<file path="src/rtl/wdog_pkg.sv">
package wdog_pkg;

  // Timeout length picked by the select input
  typedef enum logic {
    TO_SHORT = 1'b0,
    TO_LONG  = 1'b1
  } wdog_len_e;

  // Terminal count for a given selection
  function automatic int unsigned wdog_limit(input wdog_len_e sel,
                                             input int unsigned short_ticks,
                                             input int unsigned long_ticks);
    return (sel == TO_LONG) ? long_ticks : short_ticks;
  endfunction

endpackage

</file>
<file path="src/rtl/wdog_prescaler.sv">
module wdog_prescaler #(
  parameter int unsigned PRESCALE_DIV = 8192
) (
  input  logic clk,
  input  logic por_n,
  input  logic en,
  input  logic clr,
  output logic tick
);
  localparam int unsigned PRE_W = (PRESCALE_DIV > 1) ? $clog2(PRESCALE_DIV) : 1;
  localparam logic [PRE_W-1:0] PRE_LAST = PRE_W'(PRESCALE_DIV - 1);

  logic [PRE_W-1:0] pre_q;
  logic             at_last;

  assign at_last = (pre_q == PRE_LAST);
  assign tick    = en && !clr && at_last;

  always_ff @(posedge clk or negedge por_n) begin
    if (!por_n) begin
      pre_q <= '0;
    end else if (!en || clr || at_last) begin
      pre_q <= '0;
    end else begin
      pre_q <= pre_q + 1'b1;
    end
  end

  // a tick is followed by a restarted prescale period
  assert_tick_wraps_R2: assert property (@(posedge clk) disable iff (!por_n)
    tick |=> (pre_q == '0));

  // kick, timeout or disable leaves the prescaler at zero
  assert_clear_holds_R6: assert property (@(posedge clk) disable iff (!por_n)
    (!en || clr) |=> (pre_q == '0));

endmodule

</file>
<file path="src/rtl/wdog_tick_counter.sv">
module wdog_tick_counter #(
  parameter int unsigned CNT_W = 2
) (
  input  logic             clk,
  input  logic             por_n,
  input  logic             en,
  input  logic             clr,
  input  logic             tick,
  output logic [CNT_W-1:0] cnt
);
  logic [CNT_W-1:0] cnt_q;

  always_ff @(posedge clk or negedge por_n) begin
    if (!por_n) begin
      cnt_q <= '0;
    end else if (!en || clr) begin
      cnt_q <= '0;
    end else if (tick) begin
      cnt_q <= cnt_q + 1'b1;
    end
  end

  assign cnt = cnt_q;

  // each tick advances the count by one
  assert_count_step_R3: assert property (@(posedge clk) disable iff (!por_n)
    (tick && en && !clr) |=> (cnt_q == $past(cnt_q) + 1'b1));

  // a disabled watchdog keeps its count at zero
  assert_disabled_zero_R6: assert property (@(posedge clk) disable iff (!por_n)
    !en |=> (cnt_q == '0));

endmodule

</file>
<file path="src/rtl/wdog_timeout.sv">
module wdog_timeout
  import wdog_pkg::*;
#(
  parameter int unsigned CNT_W       = 2,
  parameter int unsigned SHORT_TICKS = 1,
  parameter int unsigned LONG_TICKS  = 3
) (
  input  logic             clk,
  input  logic             por_n,
  input  logic             en,
  input  logic             long_sel,
  input  logic             kick,
  input  logic [CNT_W-1:0] cnt,
  output logic             fire,
  output logic             wd_rst
);
  localparam logic [CNT_W-1:0] SHORT_LIM = CNT_W'(SHORT_TICKS);
  localparam logic [CNT_W-1:0] LONG_LIM  = CNT_W'(LONG_TICKS);

  wdog_len_e        len_sel;
  logic [CNT_W-1:0] limit;
  logic             wd_rst_q;

  assign len_sel = wdog_len_e'(long_sel);
  assign limit   = CNT_W'(wdog_limit(len_sel, SHORT_LIM, LONG_LIM));
  // At-or-above compare so a late switch to the short limit still fires
  assign fire    = en && !kick && (cnt >= limit);

  always_ff @(posedge clk or negedge por_n) begin
    if (!por_n) begin
      wd_rst_q <= 1'b0;
    end else begin
      wd_rst_q <= fire;
    end
  end

  assign wd_rst = wd_rst_q;

  // the reset output never lasts two cycles
  assert_single_pulse_R4: assert property (@(posedge clk) disable iff (!por_n)
    wd_rst_q |=> !wd_rst_q);

  // a kick suppresses the pulse in the next cycle
  assert_kick_blocks_R5: assert property (@(posedge clk) disable iff (!por_n)
    kick |=> !wd_rst_q);

  // no pulse follows a disabled cycle
  assert_disabled_quiet_R6: assert property (@(posedge clk) disable iff (!por_n)
    !en |=> !wd_rst_q);

endmodule

</file>
<file path="src/rtl/wdog_timer.sv">
module wdog_timer #(
  parameter int unsigned PRESCALE_DIV = 8192,
  parameter int unsigned CNT_W        = 2,
  parameter int unsigned SHORT_TICKS  = 1,
  parameter int unsigned LONG_TICKS   = 3
) (
  input  logic clk,
  input  logic por_n,
  input  logic wd_en,
  input  logic long_sel,
  input  logic kick,
  output logic wd_rst
);
  logic             tick;
  logic             fire;
  logic             clr;
  logic [CNT_W-1:0] cnt;

  // A kick or a timeout restarts the whole timing chain
  assign clr = kick || fire;

  wdog_prescaler #(
    .PRESCALE_DIV(PRESCALE_DIV)
  ) u_prescaler (
    .clk  (clk),
    .por_n(por_n),
    .en   (wd_en),
    .clr  (clr),
    .tick (tick)
  );

  wdog_tick_counter #(
    .CNT_W(CNT_W)
  ) u_counter (
    .clk  (clk),
    .por_n(por_n),
    .en   (wd_en),
    .clr  (clr),
    .tick (tick),
    .cnt  (cnt)
  );

  wdog_timeout #(
    .CNT_W      (CNT_W),
    .SHORT_TICKS(SHORT_TICKS),
    .LONG_TICKS (LONG_TICKS)
  ) u_timeout (
    .clk     (clk),
    .por_n   (por_n),
    .en      (wd_en),
    .long_sel(long_sel),
    .kick    (kick),
    .cnt     (cnt),
    .fire    (fire),
    .wd_rst  (wd_rst)
  );

  // reset output is low in the first cycle after power-on release
  assert_por_quiet_R1: assert property (@(posedge clk) disable iff (!por_n)
    $rose(por_n) |-> !wd_rst);

endmodule

</file>
<file path="config.mk">
export PLATFORM = sky130hd
export DESIGN_NAME = wdog_timer
export DESIGN_NICKNAME = d
export VERILOG_FILES = /design/src/rtl/wdog_pkg.sv /design/src/rtl/wdog_prescaler.sv /design/src/rtl/wdog_tick_counter.sv /design/src/rtl/wdog_timeout.sv /design/src/rtl/wdog_timer.sv
export SDC_FILE = /design/constraint.sdc
export NUM_CORES = 1
export LEC_CHECK = 0
export ABC_CLOCK_PERIOD_IN_PS = 4280
export BUFFER_PORTS_ARGS = -buffer_cell sky130_fd_sc_hd__buf_2
export CORE_MARGIN = 3
export CORE_UTILIZATION = 40
export DETAILED_ROUTE_END_ITERATION = 8
export SLEW_MARGIN = 20
export SYNTH_ARGS = -nofsm -noshare
export SYNTH_HDL_FRONTEND = slang
export SYNTH_SLANG_ARGS = --single-unit
</file>
<file path="constraint.sdc">
create_clock -name clk -period 4.28 [get_ports clk]
set_input_delay 0.214 -clock clk [delete_from_list [all_inputs] [get_ports clk]]
set_output_delay 0.214 -clock clk [all_outputs]
set_load 0.02 [all_outputs]
</file>
==> results.cfg <==
[power_and_ir_drop]
peakVddDrop_v = 0.000149
powerDensity_mw_per_mm2 = 273
p_leak_nw = 0.390

[hold_path]
hp-class = in -> reg

[floorplan]
row_count = 15
core_sq_mm = 0.00180
die_area_sq_mm = 0.00255
fp.dieW_microns = 50.5
start_util = 0.440
io_pins = 6
die_h_microns = 50.5

[cts]
clock_latency_ns = 0.27
root_buffer = clkbuf_4
numCtsBuffers = 3
ctsHtreeMaxLevel = 1
cts_sinks = 16
clk_pin_slew_ns = 0.08
cts_tree = built
cts_buffer_depth = 2

[placed_design]
place_congestion = 0.751
port_buffers = 5
dpl.hpwl_microns = 884
dpl_cell_area_sq_um = 838
placed_cells = 104

[sta]
setup_tns_ns = 0
relSlewSlack = 0.769
max_freq_ghz = 0.585
layout_min_cycle_time_ns = 1.71
hold_viol = 0
maxSlewViolCount = 0
skew_ns = 0.00418
min_period_over_period = 0.399
grt_setup_unrepaired = false
worst_pin_slew_ns = 0.346
setup_viol_count_final = 0

[routing]
wl_per_cell_microns = 11.0
wl_microns = 1190
drtIter0Drc = 5
detail_route.vias_per_cell = 4.74
ant_nets = 0
dr.pass1.iters = 3
vias = 512
drc = 0

[finish]
final_nets = 92
finalNonFillerCells = 108
insertedDiodeCount = 0
drive_gt1_frac = 0.133
area_growth_pct = 9.78
nFillCells = 180
layout_commonest_cell = nor2_1
fin_area_sq_um = 871
layout_common_cells = nor2_1 (17), dfrtp_1 (16), xnor2_1 (8)

[setup_path]
cp_data_arrival_time_ns = 1.91
critPathKind = reg -> reg
critPathMaxFanout = 10
path_cells = ha_1, a21oi_1, nand3b_1, or2_1, nor2_1
cpMaxStageDelayCell = dfrtp_1
crit_required_ns = 4.49
cpPeakStageDelay_ns = 0.40
critPathCaptureType = flop
start_kind = flop

[global_routing]
grt_pass1_vias = 542
grt_first_pass_wirelength_microns = 2350
grt-ovfl-total = 0
grt_antenna_before_repair = 0
grt_max_degree = 17
track_usage = 0.119

[logic_synthesis]
synth_cells = 75
yosysWarningCount = 0
yosysSeqAreaShare = 0.505
syn_area_per_cell_sq_um = 10.6
ys_seq_elements = 16
yosysUniqueCellTypes = 20
netlist_area_sq_um = 793
synthesis.nets = 82

[outcome]
status = finished, final reports clean

[flow_run]
drv_cap = 0
flip-flops by register name, summed over array words and instances (netlist names):
register / flops
u_prescaler.pre_q: 13
u_counter.cnt: 2
u_timeout.wd_rst: 1
power breakdown:
| group | total, mW | switching (mW) | internal (mW) |
|---|---|---|---|
| Combinational | 0.00980 | 0.00643 | 0.00337 |
| Clock | 0.0756 | 0.0430 | 0.0326 |
| Sequential | 0.153 | 0.000787 | 0.152 |
| Total | 0.238 | 0.0502 | 0.188 |
worst paths after layout:
kind | startpoint | endpoint | slack, ns | cells after the start
min in group asynchronous | por_n | u_prescaler.pre_q[4]$_DFF_PN0_ | 0.37 | 2
min | kick | u_timeout.wd_rst$_DFF_PN0_ | 0.09 | 2
max in group asynchronous | por_n | u_counter.cnt[1]$_DFFE_PN0P_ | 3.66 | 2
max | u_counter.cnt[1]$_DFFE_PN0P_ | u_prescaler.pre_q[7]$_DFF_PN0_ | 2.57 | 5
min reg2reg | u_prescaler.pre_q[0]$_DFF_PN0_ | u_prescaler.pre_q[0]$_DFF_PN0_ | 0.48 | 1
max reg2reg | u_counter.cnt[1]$_DFFE_PN0P_ | u_prescaler.pre_q[7]$_DFF_PN0_ | 2.57 | 5
metal layers:
layer  wire (microns)  up-vias  global-route usage
met3               31        2              0.0178
met2              503        6               0.174
li1                 -      264                   -
met5                0        -                   0
met4                9        0              0.0538
met1              643      240               0.172
logic make-up after synthesis:
family,after synthesis,share of synthesized area
AO/OA/AOI/OAI,1,0.00630
XOR/XNOR,13,0.144
adder cells (fa/ha/maj),2,0.0315
buffers and inverters,5,0.0331
flip-flops,16,0.505
AND/OR/NAND/NOR,38,0.281
critical path: cells and delay by family (launching register included):
family	cells	cell delay, ns
AOI/OAI and AO/OA	1	0.20
adders and majority gates	1	0.28
DFF	1	0.40
and+or+nand+nor	3	0.76
cells in the mapped netlist:
master | n | area share
and3_1 | 2 | 0.016
inv_1 | 4 | 0.019
and4_1 | 1 | 0.011
buf_6 | 1 | 0.014
or2_1 | 1 | 0.0079
nor3_1 | 2 | 0.013
dfrtp_1 | 16 | 0.50
nand2_1 | 3 | 0.014
xnor2_1 | 8 | 0.088
nor3b_1 | 1 | 0.0095
nand3_1 | 3 | 0.019
nor4_2 | 1 | 0.016
a21oi_1 | 1 | 0.0063
xor2_1 | 5 | 0.055
nand4_1 | 4 | 0.032
nor2_1 | 17 | 0.080
nand3b_1 | 1 | 0.0095
nand4_4 | 1 | 0.027
nor4_4 | 1 | 0.027
ha_1 | 2 | 0.032
metrics by stage:
| stage | total power, mW | hold slack (ns) | util | setup slack [ns] |
|---|---|---|---|---|
| 2_1_floorplan | 0.160 | -0.0816 | - | 2.78 |
| 3_3_place_gp | 0.165 | 0.144 | 0.465 | 2.58 |
| 3_5_place_dp | 0.165 | 0.145 | 0.465 | 2.56 |
| 4_1_cts | 0.243 | 0.0822 | 0.483 | 2.53 |
| 5_1_grt | 0.253 | 0.0940 | 0.483 | 2.41 |
| 6_report | 0.238 | 0.0928 | 0.483 | 2.57 |
area by class of cell:
cell class              count  area (sq um)  area share
clock buffers               3          22.5      0.0259
inverters                   4          15.0      0.0172
multi-input cells          54           367       0.421
flip-flops and latches     16           400       0.460
well taps                  25          31.3      0.0359
repair buffers              6          35.0      0.0402
repair_timing:
| item | CTS | global route |
|---|---|---|
| endpoints found under the setup margin | 0 | 0 |
| hold buffers | 1 | 0 |
| buffers inserted | 0 | 0 |
| gates resized for setup | 0 | 0 |
| endpoints found under the hold margin | 16 | 0 |
No activity file was read; power rests on OpenSTA's default activity.
